### src/rtl/mct_pkg.sv
package mct_pkg;

   // register word addresses
   localparam logic [3:0] A_CTRL   = 4'd0;
   localparam logic [3:0] A_PRE    = 4'd1;
   localparam logic [3:0] A_PCNT   = 4'd2;
   localparam logic [3:0] A_TCNT   = 4'd3;
   localparam logic [3:0] A_CMODE  = 4'd4;
   localparam logic [3:0] A_MCTL   = 4'd5;
   localparam logic [3:0] A_CCTL   = 4'd6;
   localparam logic [3:0] A_MOUT   = 4'd7;
   localparam logic [3:0] A_FLAG   = 4'd8;
   localparam logic [3:0] A_MVAL0  = 4'd9;
   localparam logic [3:0] A_CVAL0  = 4'd13;

   // flag bit where capture flags start
   localparam int unsigned CAP_FLAG_BASE = 4;
   // bit where match output actions start
   localparam int unsigned ACT_BASE = 4;

   typedef enum logic [1:0] {
      ACT_KEEP   = 2'd0,
      ACT_LOW    = 2'd1,
      ACT_HIGH   = 2'd2,
      ACT_TOGGLE = 2'd3
   } out_act_e;

   typedef enum logic [1:0] {
      MODE_TIMER = 2'd0,
      MODE_RISE  = 2'd1,
      MODE_FALL  = 2'd2,
      MODE_BOTH  = 2'd3
   } cnt_mode_e;

endpackage

### src/rtl/mct_edge_sync.sv
module mct_edge_sync #(
   parameter int unsigned N = 2
) (
   input  logic         clk,
   input  logic         rst_n,
   input  logic [N-1:0] din,
   output logic [N-1:0] rise,
   output logic [N-1:0] fall
);

   logic [N-1:0] meta_q, sync_q, prev_q;

   always_ff @(posedge clk or negedge rst_n) begin
      if (!rst_n) begin
         meta_q <= '0;
         sync_q <= '0;
         prev_q <= '0;
      end else begin
         meta_q <= din;
         sync_q <= meta_q;
         prev_q <= sync_q;
      end
   end

   assign rise = sync_q & ~prev_q;
   assign fall = ~sync_q & prev_q;

endmodule

### src/rtl/mct_match_unit.sv
module mct_match_unit
   import mct_pkg::*;
#(
   parameter int unsigned CNT_W = 32
) (
   input  logic             clk,
   input  logic             rst_n,
   input  logic [CNT_W-1:0] count,
   input  logic [CNT_W-1:0] target,
   input  logic             step,
   input  out_act_e         act,
   input  logic             sw_we,
   input  logic             sw_level,
   output logic             hit,
   output logic             level
);

   assign hit = step && (count == target);

   always_ff @(posedge clk or negedge rst_n) begin
      if (!rst_n) begin
         level <= 1'b0;
      end else if (hit && act != ACT_KEEP) begin
         unique case (act)
            ACT_LOW:    level <= 1'b0;
            ACT_HIGH:   level <= 1'b1;
            ACT_TOGGLE: level <= ~level;
            default:    level <= level;
         endcase
      end else if (sw_we) begin
         level <= sw_level;
      end
   end

endmodule

### src/rtl/mct_capture_unit.sv
module mct_capture_unit #(
   parameter int unsigned CNT_W = 32
) (
   input  logic             clk,
   input  logic             rst_n,
   input  logic             rise,
   input  logic             fall,
   input  logic             on_rise,
   input  logic             on_fall,
   input  logic [CNT_W-1:0] count,
   output logic [CNT_W-1:0] held,
   output logic             event_o
);

   assign event_o = (rise && on_rise) || (fall && on_fall);

   always_ff @(posedge clk or negedge rst_n) begin
      if (!rst_n)
         held <= '0;
      else if (event_o)
         held <= count;
   end

endmodule

### src/rtl/mct_timer.sv
module mct_timer
   import mct_pkg::*;
#(
   parameter int unsigned CNT_W   = 32,
   parameter int unsigned PS_W    = 32,
   parameter int unsigned N_MATCH = 4,
   parameter int unsigned N_CAP   = 2
) (
   input  logic               clk,
   input  logic               rst_n,
   input  logic               wr_en,
   input  logic               rd_en,
   input  logic [3:0]         addr,
   input  logic [31:0]        wr_data,
   output logic [31:0]        rd_data,
   input  logic [N_CAP-1:0]   cap_in,
   output logic [N_MATCH-1:0] match_out,
   output logic               irq
);

   localparam int unsigned MCR_W  = 3 * N_MATCH;
   localparam int unsigned CCR_W  = 3 * N_CAP;
   localparam int unsigned ACT_W  = 2 * N_MATCH;
   localparam int unsigned FLAG_W = CAP_FLAG_BASE + N_CAP;
   localparam logic [CNT_W-1:0] TC_ONE = CNT_W'(1);
   localparam logic [PS_W-1:0]  PC_ONE = PS_W'(1);

   initial begin
      assert (CNT_W >= 2 && CNT_W <= 32) else $error("CNT_W out of range");
      assert (PS_W >= 1 && PS_W <= 32) else $error("PS_W out of range");
      assert (N_MATCH >= 1 && N_MATCH <= 4) else $error("N_MATCH out of range");
      assert (N_CAP >= 1 && N_CAP <= 2) else $error("N_CAP out of range");
   end

   // ---------------- register state ----------------
   logic                          ctrl_en, ctrl_rst;
   logic [PS_W-1:0]               pr_q, pc_q;
   logic [CNT_W-1:0]              tc_q;
   cnt_mode_e                     mode_q;
   logic                          src_q;
   logic [MCR_W-1:0]              mcr_q;
   logic [CCR_W-1:0]              ccr_q;
   logic [ACT_W-1:0]              act_q;
   logic [FLAG_W-1:0]             flags_q;
   logic [N_MATCH-1:0][CNT_W-1:0] mv_q;
   logic [CNT_W-1:0]              cap_val [N_CAP];

   // ---------------- write decode ----------------
   logic wr_ctrl, wr_pre, wr_mode, wr_mctl, wr_cctl, wr_mout, wr_flag;
   assign wr_ctrl = wr_en && (addr == A_CTRL);
   assign wr_pre  = wr_en && (addr == A_PRE);
   assign wr_mode = wr_en && (addr == A_CMODE);
   assign wr_mctl = wr_en && (addr == A_MCTL);
   assign wr_cctl = wr_en && (addr == A_CCTL);
   assign wr_mout = wr_en && (addr == A_MOUT);
   assign wr_flag = wr_en && (addr == A_FLAG);

   // ---------------- input edges ----------------
   logic [N_CAP-1:0] cap_rise, cap_fall;
   logic             src_rise, src_fall;

   mct_edge_sync #(.N(N_CAP)) u_sync (
      .clk  (clk),
      .rst_n(rst_n),
      .din  (cap_in),
      .rise (cap_rise),
      .fall (cap_fall)
   );

   if (N_CAP > 1) begin : g_src_sel
      assign src_rise = src_q ? cap_rise[1] : cap_rise[0];
      assign src_fall = src_q ? cap_fall[1] : cap_fall[0];
   end else begin : g_src_one
      assign src_rise = cap_rise[0];
      assign src_fall = cap_fall[0];
   end

   // ---------------- count step ----------------
   logic run, pre_wrap, edge_step, tick;
   assign run      = ctrl_en && !ctrl_rst;
   assign pre_wrap = (pc_q == pr_q);

   always_comb begin
      unique case (mode_q)
         MODE_RISE: edge_step = src_rise;
         MODE_FALL: edge_step = src_fall;
         MODE_BOTH: edge_step = src_rise || src_fall;
         default:   edge_step = 1'b0;
      endcase
   end

   assign tick = run && ((mode_q == MODE_TIMER) ? pre_wrap : edge_step);

   // ---------------- match channels ----------------
   logic [N_MATCH-1:0] hit, m_int, m_rst, m_stop;
   logic               rst_hit, stop_hit;

   for (genvar n = 0; n < N_MATCH; n++) begin : g_mch
      assign m_int[n]  = mcr_q[3*n];
      assign m_rst[n]  = mcr_q[3*n+1];
      assign m_stop[n] = mcr_q[3*n+2];

      always_ff @(posedge clk or negedge rst_n) begin
         if (!rst_n)
            mv_q[n] <= '0;
         else if (wr_en && addr == A_MVAL0 + 4'(n))
            mv_q[n] <= wr_data[CNT_W-1:0];
      end

      mct_match_unit #(.CNT_W(CNT_W)) u_match (
         .clk     (clk),
         .rst_n   (rst_n),
         .count   (tc_q),
         .target  (mv_q[n]),
         .step    (tick),
         .act     (out_act_e'(act_q[2*n +: 2])),
         .sw_we   (wr_mout),
         .sw_level(wr_data[n]),
         .hit     (hit[n]),
         .level   (match_out[n])
      );
   end

   assign rst_hit  = |(hit & m_rst);
   assign stop_hit = |(hit & m_stop);

   // ---------------- capture channels ----------------
   logic [N_CAP-1:0] cap_ev, c_int;

   for (genvar c = 0; c < N_CAP; c++) begin : g_cch
      assign c_int[c] = ccr_q[3*c+2];

      mct_capture_unit #(.CNT_W(CNT_W)) u_cap (
         .clk    (clk),
         .rst_n  (rst_n),
         .rise   (cap_rise[c]),
         .fall   (cap_fall[c]),
         .on_rise(ccr_q[3*c]),
         .on_fall(ccr_q[3*c+1]),
         .count  (tc_q),
         .held   (cap_val[c]),
         .event_o(cap_ev[c])
      );
   end

   // ---------------- flags ----------------
   logic [FLAG_W-1:0] flag_set, flag_clr;

   always_comb begin
      flag_set = '0;
      for (int n = 0; n < N_MATCH; n++)
         flag_set[n] = hit[n] && m_int[n];
      for (int c = 0; c < N_CAP; c++)
         flag_set[CAP_FLAG_BASE + c] = cap_ev[c] && c_int[c];
   end

   assign flag_clr = wr_flag ? wr_data[FLAG_W-1:0] : '0;
   assign irq      = |flags_q;

   // ---------------- sequential state ----------------
   always_ff @(posedge clk or negedge rst_n) begin
      if (!rst_n) begin
         ctrl_en <= 1'b0;
         ctrl_rst <= 1'b0;
         pr_q <= '0;
         mode_q <= MODE_TIMER;
         src_q <= 1'b0;
         mcr_q <= '0;
         ccr_q <= '0;
         act_q <= '0;
         flags_q <= '0;
      end else begin
         if (wr_ctrl) begin
            ctrl_en  <= wr_data[0];
            ctrl_rst <= wr_data[1];
         end
         if (tick && stop_hit)
            ctrl_en <= 1'b0;
         if (wr_pre)  pr_q <= wr_data[PS_W-1:0];
         if (wr_mode) begin
            mode_q <= cnt_mode_e'(wr_data[1:0]);
            src_q  <= wr_data[2];
         end
         if (wr_mctl) mcr_q <= wr_data[MCR_W-1:0];
         if (wr_cctl) ccr_q <= wr_data[CCR_W-1:0];
         if (wr_mout) act_q <= wr_data[ACT_BASE +: ACT_W];
         flags_q <= (flags_q & ~flag_clr) | flag_set;
      end
   end

   always_ff @(posedge clk or negedge rst_n) begin
      if (!rst_n) begin
         pc_q <= '0;
         tc_q <= '0;
      end else if (ctrl_rst) begin
         pc_q <= '0;
         tc_q <= '0;
      end else begin
         if (run && mode_q == MODE_TIMER)
            pc_q <= pre_wrap ? '0 : pc_q + PC_ONE;
         else if (mode_q != MODE_TIMER)
            pc_q <= '0;
         if (tick) begin
            if (rst_hit)
               tc_q <= '0;
            else if (!stop_hit)
               tc_q <= tc_q + TC_ONE;
         end
      end
   end

   // ---------------- read mux ----------------
   logic [31:0] rdv;

   always_comb begin
      rdv = '0;
      unique case (addr)
         A_CTRL:  rdv[1:0] = {ctrl_rst, ctrl_en};
         A_PRE:   rdv[PS_W-1:0] = pr_q;
         A_PCNT:  rdv[PS_W-1:0] = pc_q;
         A_TCNT:  rdv[CNT_W-1:0] = tc_q;
         A_CMODE: rdv[3:0] = {1'b0, src_q, mode_q};
         A_MCTL:  rdv[MCR_W-1:0] = mcr_q;
         A_CCTL:  rdv[CCR_W-1:0] = ccr_q;
         A_MOUT: begin
            rdv[N_MATCH-1:0] = match_out;
            rdv[ACT_BASE +: ACT_W] = act_q;
         end
         A_FLAG:  rdv[FLAG_W-1:0] = flags_q;
         default: begin
            for (int n = 0; n < N_MATCH; n++)
               if (addr == A_MVAL0 + 4'(n)) rdv[CNT_W-1:0] = mv_q[n];
            for (int c = 0; c < N_CAP; c++)
               if (addr == A_CVAL0 + 4'(c)) rdv[CNT_W-1:0] = cap_val[c];
         end
      endcase
   end

   assign rd_data = rd_en ? rdv : '0;

endmodule

### config.mk
export PLATFORM = sky130hd
export DESIGN_NAME = mct_timer
export DESIGN_NICKNAME = d
export VERILOG_FILES = /design/src/rtl/mct_pkg.sv /design/src/rtl/mct_edge_sync.sv /design/src/rtl/mct_match_unit.sv /design/src/rtl/mct_capture_unit.sv /design/src/rtl/mct_timer.sv
export SDC_FILE = /design/constraint.sdc
export NUM_CORES = 1
export LEC_CHECK = 0
export ABC_AREA = 1
export BUFFER_PORTS_ARGS = -buffer_cell sky130_fd_sc_hd__buf_2
export CORE_ASPECT_RATIO = 2
export CORE_UTILIZATION = 57
export DETAILED_ROUTE_END_ITERATION = 12
export PLACE_DENSITY = 0.77
export SLEW_MARGIN = 20
export SYNTH_ARGS = -nofsm -noshare
export SYNTH_HDL_FRONTEND = slang
export SYNTH_HIERARCHICAL = 1
export SYNTH_SLANG_ARGS = --single-unit
### constraint.sdc
create_clock -name clk -period 2.95 [get_ports clk]
set_input_delay 0.295 -clock clk [delete_from_list [all_inputs] [get_ports clk]]
set_output_delay 0.295 -clock clk [all_outputs]
set_load 0.005 [all_outputs]
==> results of run 1 <==
==> through the flow <==
step,setup TNS [ns],area [sq um],util,instances,setup slack [ns]
floorplan,0,21100,-,3100,0.138
global placement,-13.23,23300,0.639,3735,-0.437
detailed placement,-15.80,23300,0.639,3735,-0.507
CTS,-5.73,24700,0.677,3809,-0.199
==> synth_stat cells, types with 29 or more instances <==
cell type and count:
nand3_1 188, nand4_1 89, nor2_1 201, xor2_1 29, buf_2 36, a21oi_1 82
clkbuf_1 48, xnor2_1 45, dfrtp_1 335, nand2_1 1121, nor3_1 42, o21ai_0 238
inv_1 364, o22ai_1 38
==> routing by layer <==
layer / overflow / track usage
met5: 0 / 0.0393
met4: 82 / 0.706
met3: 2 / 0.430
met2: 89 / 0.888
met1: 0 / 0.670
==> what timing repair did <==
| action | 4_1_cts |
|---|---|
| endpoints found under the setup margin | 37 |
| gates cloned | 2 |
| buffers inserted | 10 |
| pin swaps | 16 |
| resized for setup | 36 |
| hold endpoints to repair | 67 |
| hold buffers | 6 |
==> kinds of logic after synthesis <==
group                      share of synthesized area
AOI/OAI and AO/OA                              0.112
xor gates and xnor gates                      0.0307
adders and majority gates                    0.00831
buffers and inverters                         0.0980
DFF                                            0.398
and+or+nand+nor                                0.353
==> impl_metrics.env, run 1 <==
export IMPL_floorplan_initialDensity=0.579
export IMPL_grt_overflow_total=173
export IMPL_die_y_microns=274
export IMPL_place_gp_congestion=1.14
export IMPL_clock_path_buffers=3
export IMPL_io_pins=79
export IMPL_cts_max_level=1
export IMPL_hpwl_microns=80100
export IMPL_synthArstFlopShare=1.00
export IMPL_cts_sinks=335
export IMPL_synth_seq_area_share=0.398
export IMPL_grt_pass1_vias=26200
export IMPL_tool_error="[ERROR GRT-0116] Global routing finished with congestion. Check the congestion regions in the DRC Viewer."
export IMPL_synth_top_cell_area_share=0.398
export IMPL_port_buffers=78
export IMPL_netlist_area_sq_um=21100
export IMPL_status="did not finish"
export IMPL_synthCells=3100
export IMPL_syn_nets=3156
export IMPL_synth_edf_count=0
export IMPL_root_buffer="clkbuf_16"
export IMPL_yosys_top_cells_area="dfrtp_1 (40%), nand2_1 (20%), inv_1 (6.5%)"
export IMPL_synth_avg_cell_area_sq_um=6.80
export IMPL_row_count=99
export IMPL_grt_pass1_wl_microns=183000
export IMPL_track_usage=0.670
export IMPL_synth_distinct_cells=43
export IMPL_numCtsBuffers=31
export IMPL_ys_ff_latch=335
export IMPL_lastStage="global routing (5_1_grt)"
export IMPL_synth_ff_type="dfrtp_1"
export IMPL_die_x_microns=138
export IMPL_yosys_warnings=6
export IMPL_grt_max_degree=91
export IMPL_yosys_area_top_type="dfrtp_1"
==> run 2, diff against run 1 <==
Settings changed: CORE_ASPECT_RATIO 2 to unset, CORE_UTILIZATION 57 to 40, PLACE_DENSITY 0.77 to unset, PLACE_DENSITY_LB_ADDON set to 0.15.
Clock period 2.95 ns to 3.8 ns, I/O delays scaled along.
==> run 2 against run 1 <==
The flow now finishes without violations. Synthesized cell count unchanged. Area after synthesis unchanged.
==> impl_metrics.env, run 2 <==
export IMPL_status="finished clean"
export IMPL_post_place_cells=3831
export IMPL_hp_class="input pin to flip-flop"
export IMPL_wirelength_microns=96400
export IMPL_numCtsBuffers=43
export IMPL_p_per_area_nw_per_um2=489
export IMPL_required_ns=4.27
export IMPL_cap_violations=0
export IMPL_critPathKind="flip-flop to flip-flop"
export IMPL_die_x_microns=232
export IMPL_io_pins=79
export IMPL_n_antenna_cell=0
export IMPL_hold_violations=0
export IMPL_floorplan_initialDensity=0.408
export IMPL_rsz0062_at_grt="false"
export IMPL_tns_ns=0
export IMPL_drt_initial_drc_count=2515
export IMPL_port_buffers=78
export IMPL_grt_overflow_total=0
export IMPL_yosys_cell_count_top_type="nand2_1"
export IMPL_top_register="mv_q"
export IMPL_drive_gt1_frac=0.107
export IMPL_cp_start_kind="flip-flop"
export IMPL_synth_edf_count=0
export IMPL_final_cells=3908
export IMPL_maxSlewViolCount=0
export IMPL_final_cell_mix="nand2_1 (1116), inv_1 (363), dfrtp_1 (335)"
export IMPL_ys_ff_latch=335
export IMPL_worst_slew_pin_slew_ns=0.989
export IMPL_synth_common_cells="nand2_1 (1121), inv_1 (364), dfrtp_1 (335), o21ai_0 (238), nor2_1 (201)"
export IMPL_peakVddDrop_uv=305
export IMPL_layout_commonest_cell="nand2_1"
export IMPL_wl_per_cell_microns=24.7
export IMPL_postCtsSetupRepairBufs=0
export IMPL_root_buffer="clkbuf_16"
export IMPL_grt_pass1_vias=20500
export IMPL_synthCells=3100
export IMPL_cp_max_fo=12
export IMPL_place_gp_congestion=1.00
export IMPL_finClkSkew_ns=0.0276
export IMPL_cts_max_level=2
export IMPL_nNetsFinal=3255
export IMPL_synth_seq_area_share=0.398
export IMPL_dieArea_sq_um=53600
export IMPL_yosys_warnings=6
export IMPL_cp_cell_sequence="xnor2_2 -> buf_4 -> nand2_1 -> nor2_1 -> nand2_1 -> nor2_1 -> nand3_1 -> nand2_2 -> buf_4 -> inv_1 -> nor4_1 -> nand4_1 -> nor2_4 -> inv_1 -> o21ai_0 -> a21oi_1 -> o21ai_1 -> nand3_2 -> buf_4 -> nand3_1 -> nand2_1"
export IMPL_synth_avg_cell_area_sq_um=6.80
export IMPL_vias=22100
export IMPL_slowest_stage="dfrtp_1"
export IMPL_postRouteAntennaNets=0
export IMPL_path_clk_slew_ns=0.06
export IMPL_yosys_area_top_type="dfrtp_1"
export IMPL_row_count=83
export IMPL_slowest_delay_ns=0.44
export IMPL_p_leak_nw=11.6
export IMPL_synth_ff_type="dfrtp_1"
export IMPL_yosys_top_cells_area="dfrtp_1 (40%), nand2_1 (20%), inv_1 (6.5%)"
export IMPL_syn_to_final_growth_pct=13.7
export IMPL_clock_path_buffers=3
export IMPL_clk_latency_ns=0.59
export IMPL_hpwl_microns=73500
export IMPL_avgViaCountPerCell=5.64
export IMPL_coreArea_sq_um=51700
export IMPL_grt_pass1_wl_microns=140000
export IMPL_dr_pass1_iters=6
export IMPL_cts_tree="yes"
export IMPL_timing_fmax_mhz=284
export IMPL_end_kind="flip-flop"
export IMPL_min_period_ns=3.52
export IMPL_reg_top3="mv_q x128, g_cch.u_cap/held x64"
export IMPL_fin_crit_sh=0.926
export IMPL_relSlewSlack=0.341
export IMPL_synth_top_cell_area_share=0.398
export IMPL_track_usage=0.360
export IMPL_syn_nets=3156
export IMPL_setup_viol=0
export IMPL_antenna_found_initial=0
export IMPL_cts_sinks=335
export IMPL_drc=0
export IMPL_synth_distinct_cells=43
export IMPL_crit_arrival_ns=3.99
export IMPL_grt_max_degree=100
export IMPL_synthArstFlopShare=1.00
export IMPL_largest_reg_flops=128
export IMPL_netlist_area_sq_um=21100
export IMPL_die_y_microns=232
export IMPL_final_util=0.463
==> run 2: repair_timing <==
action	CTS	global route
resized for setup	0	10
hold endpoints to repair	97	0
hold buffers	3	0
endpoints found under the setup margin	0	32
==> run 2: report_power, final <==
part | switching [mW] | internal [mW] | total [mW]
logic | 1.83 | 0.886 | 2.71
clock network | 1.72 | 2.51 | 4.23
registers | 0.714 | 4.07 | 4.78
total | 4.26 | 7.47 | 11.7
==> run 2: stage by stage <==
stage               hold WS (ns)  power (mW)  area (sq um)  worst slack [ns]
floorplan                 0.0844        6.23         21100             0.988
global placement           0.334        7.40         22500             0.183
detailed placement         0.338        7.45         22500             0.138
CTS                       0.0979        11.7         23900            0.0801
global route               0.152        12.2         24000            0.0294
finish                     0.120        11.7         24000             0.283
==> run 2: final timing paths <==
path	start	to	slack [ns]	depth (start not counted)
min in group asynchronous	rst_n	mv_q[42]	0.43	2
worst max register to register	pc_q[3]	tc_q[10]	0.28	21
worst min-delay path	wr_data[0]	g_mch[0].u_match/level	0.12	5
worst max-delay path	pc_q[3]	tc_q[10]	0.28	21
max in group asynchronous	rst_n	mode_q[0]	2.35	3
worst min register to register	u_sync/meta_q[0]	u_sync/sync_q[0]	0.35	0
==> run 2: final cells by class <==
| cell class | instances | area (sq um) |
|---|---|---|
| Multi-Input combinational cell | 2264 | 10700 |
| Tap cell | 680 | 851 |
| Inverter | 390 | 1460 |
| Fill cell | 5390 | 27800 |
| Clock buffer | 60 | 1260 |
| Timing Repair Buffer | 165 | 1160 |
| Clock inverter | 14 | 163 |
| Sequential cell | 335 | 8380 |
==> run 2: critical path, delay by kind of cell (launching register included) <==
family	cells	cell delay, ns
buffers and inverters	5	0.68
DFF	1	0.44
and+or+nand+nor	12	1.71
AOI/OAI and AO/OA	3	0.34
xor gates and xnor gates	1	0.18
==> run 2: cell families (layout without fill, tap and decap cells) <==
family          Yosys count  count (layout)  synth area share
simple gates           1747            1747             0.353
buf+inv                 501             629            0.0980
compound gates          429             429             0.112
flops                   335             335             0.398
xor+xnor                 74              74            0.0307
fa+ha+maj                14              14           0.00831
==> run 2: layer usage <==
layer	GRT usage	wire length, microns	vias to the layer above
li1	-	-	10100
met1	0.531	43500	10700
met2	0.532	41100	1069
met3	0.0528	8360	158
met4	0.129	3430	0
met5	0	0	-
No activity file was read; power rests on OpenSTA's default activity.
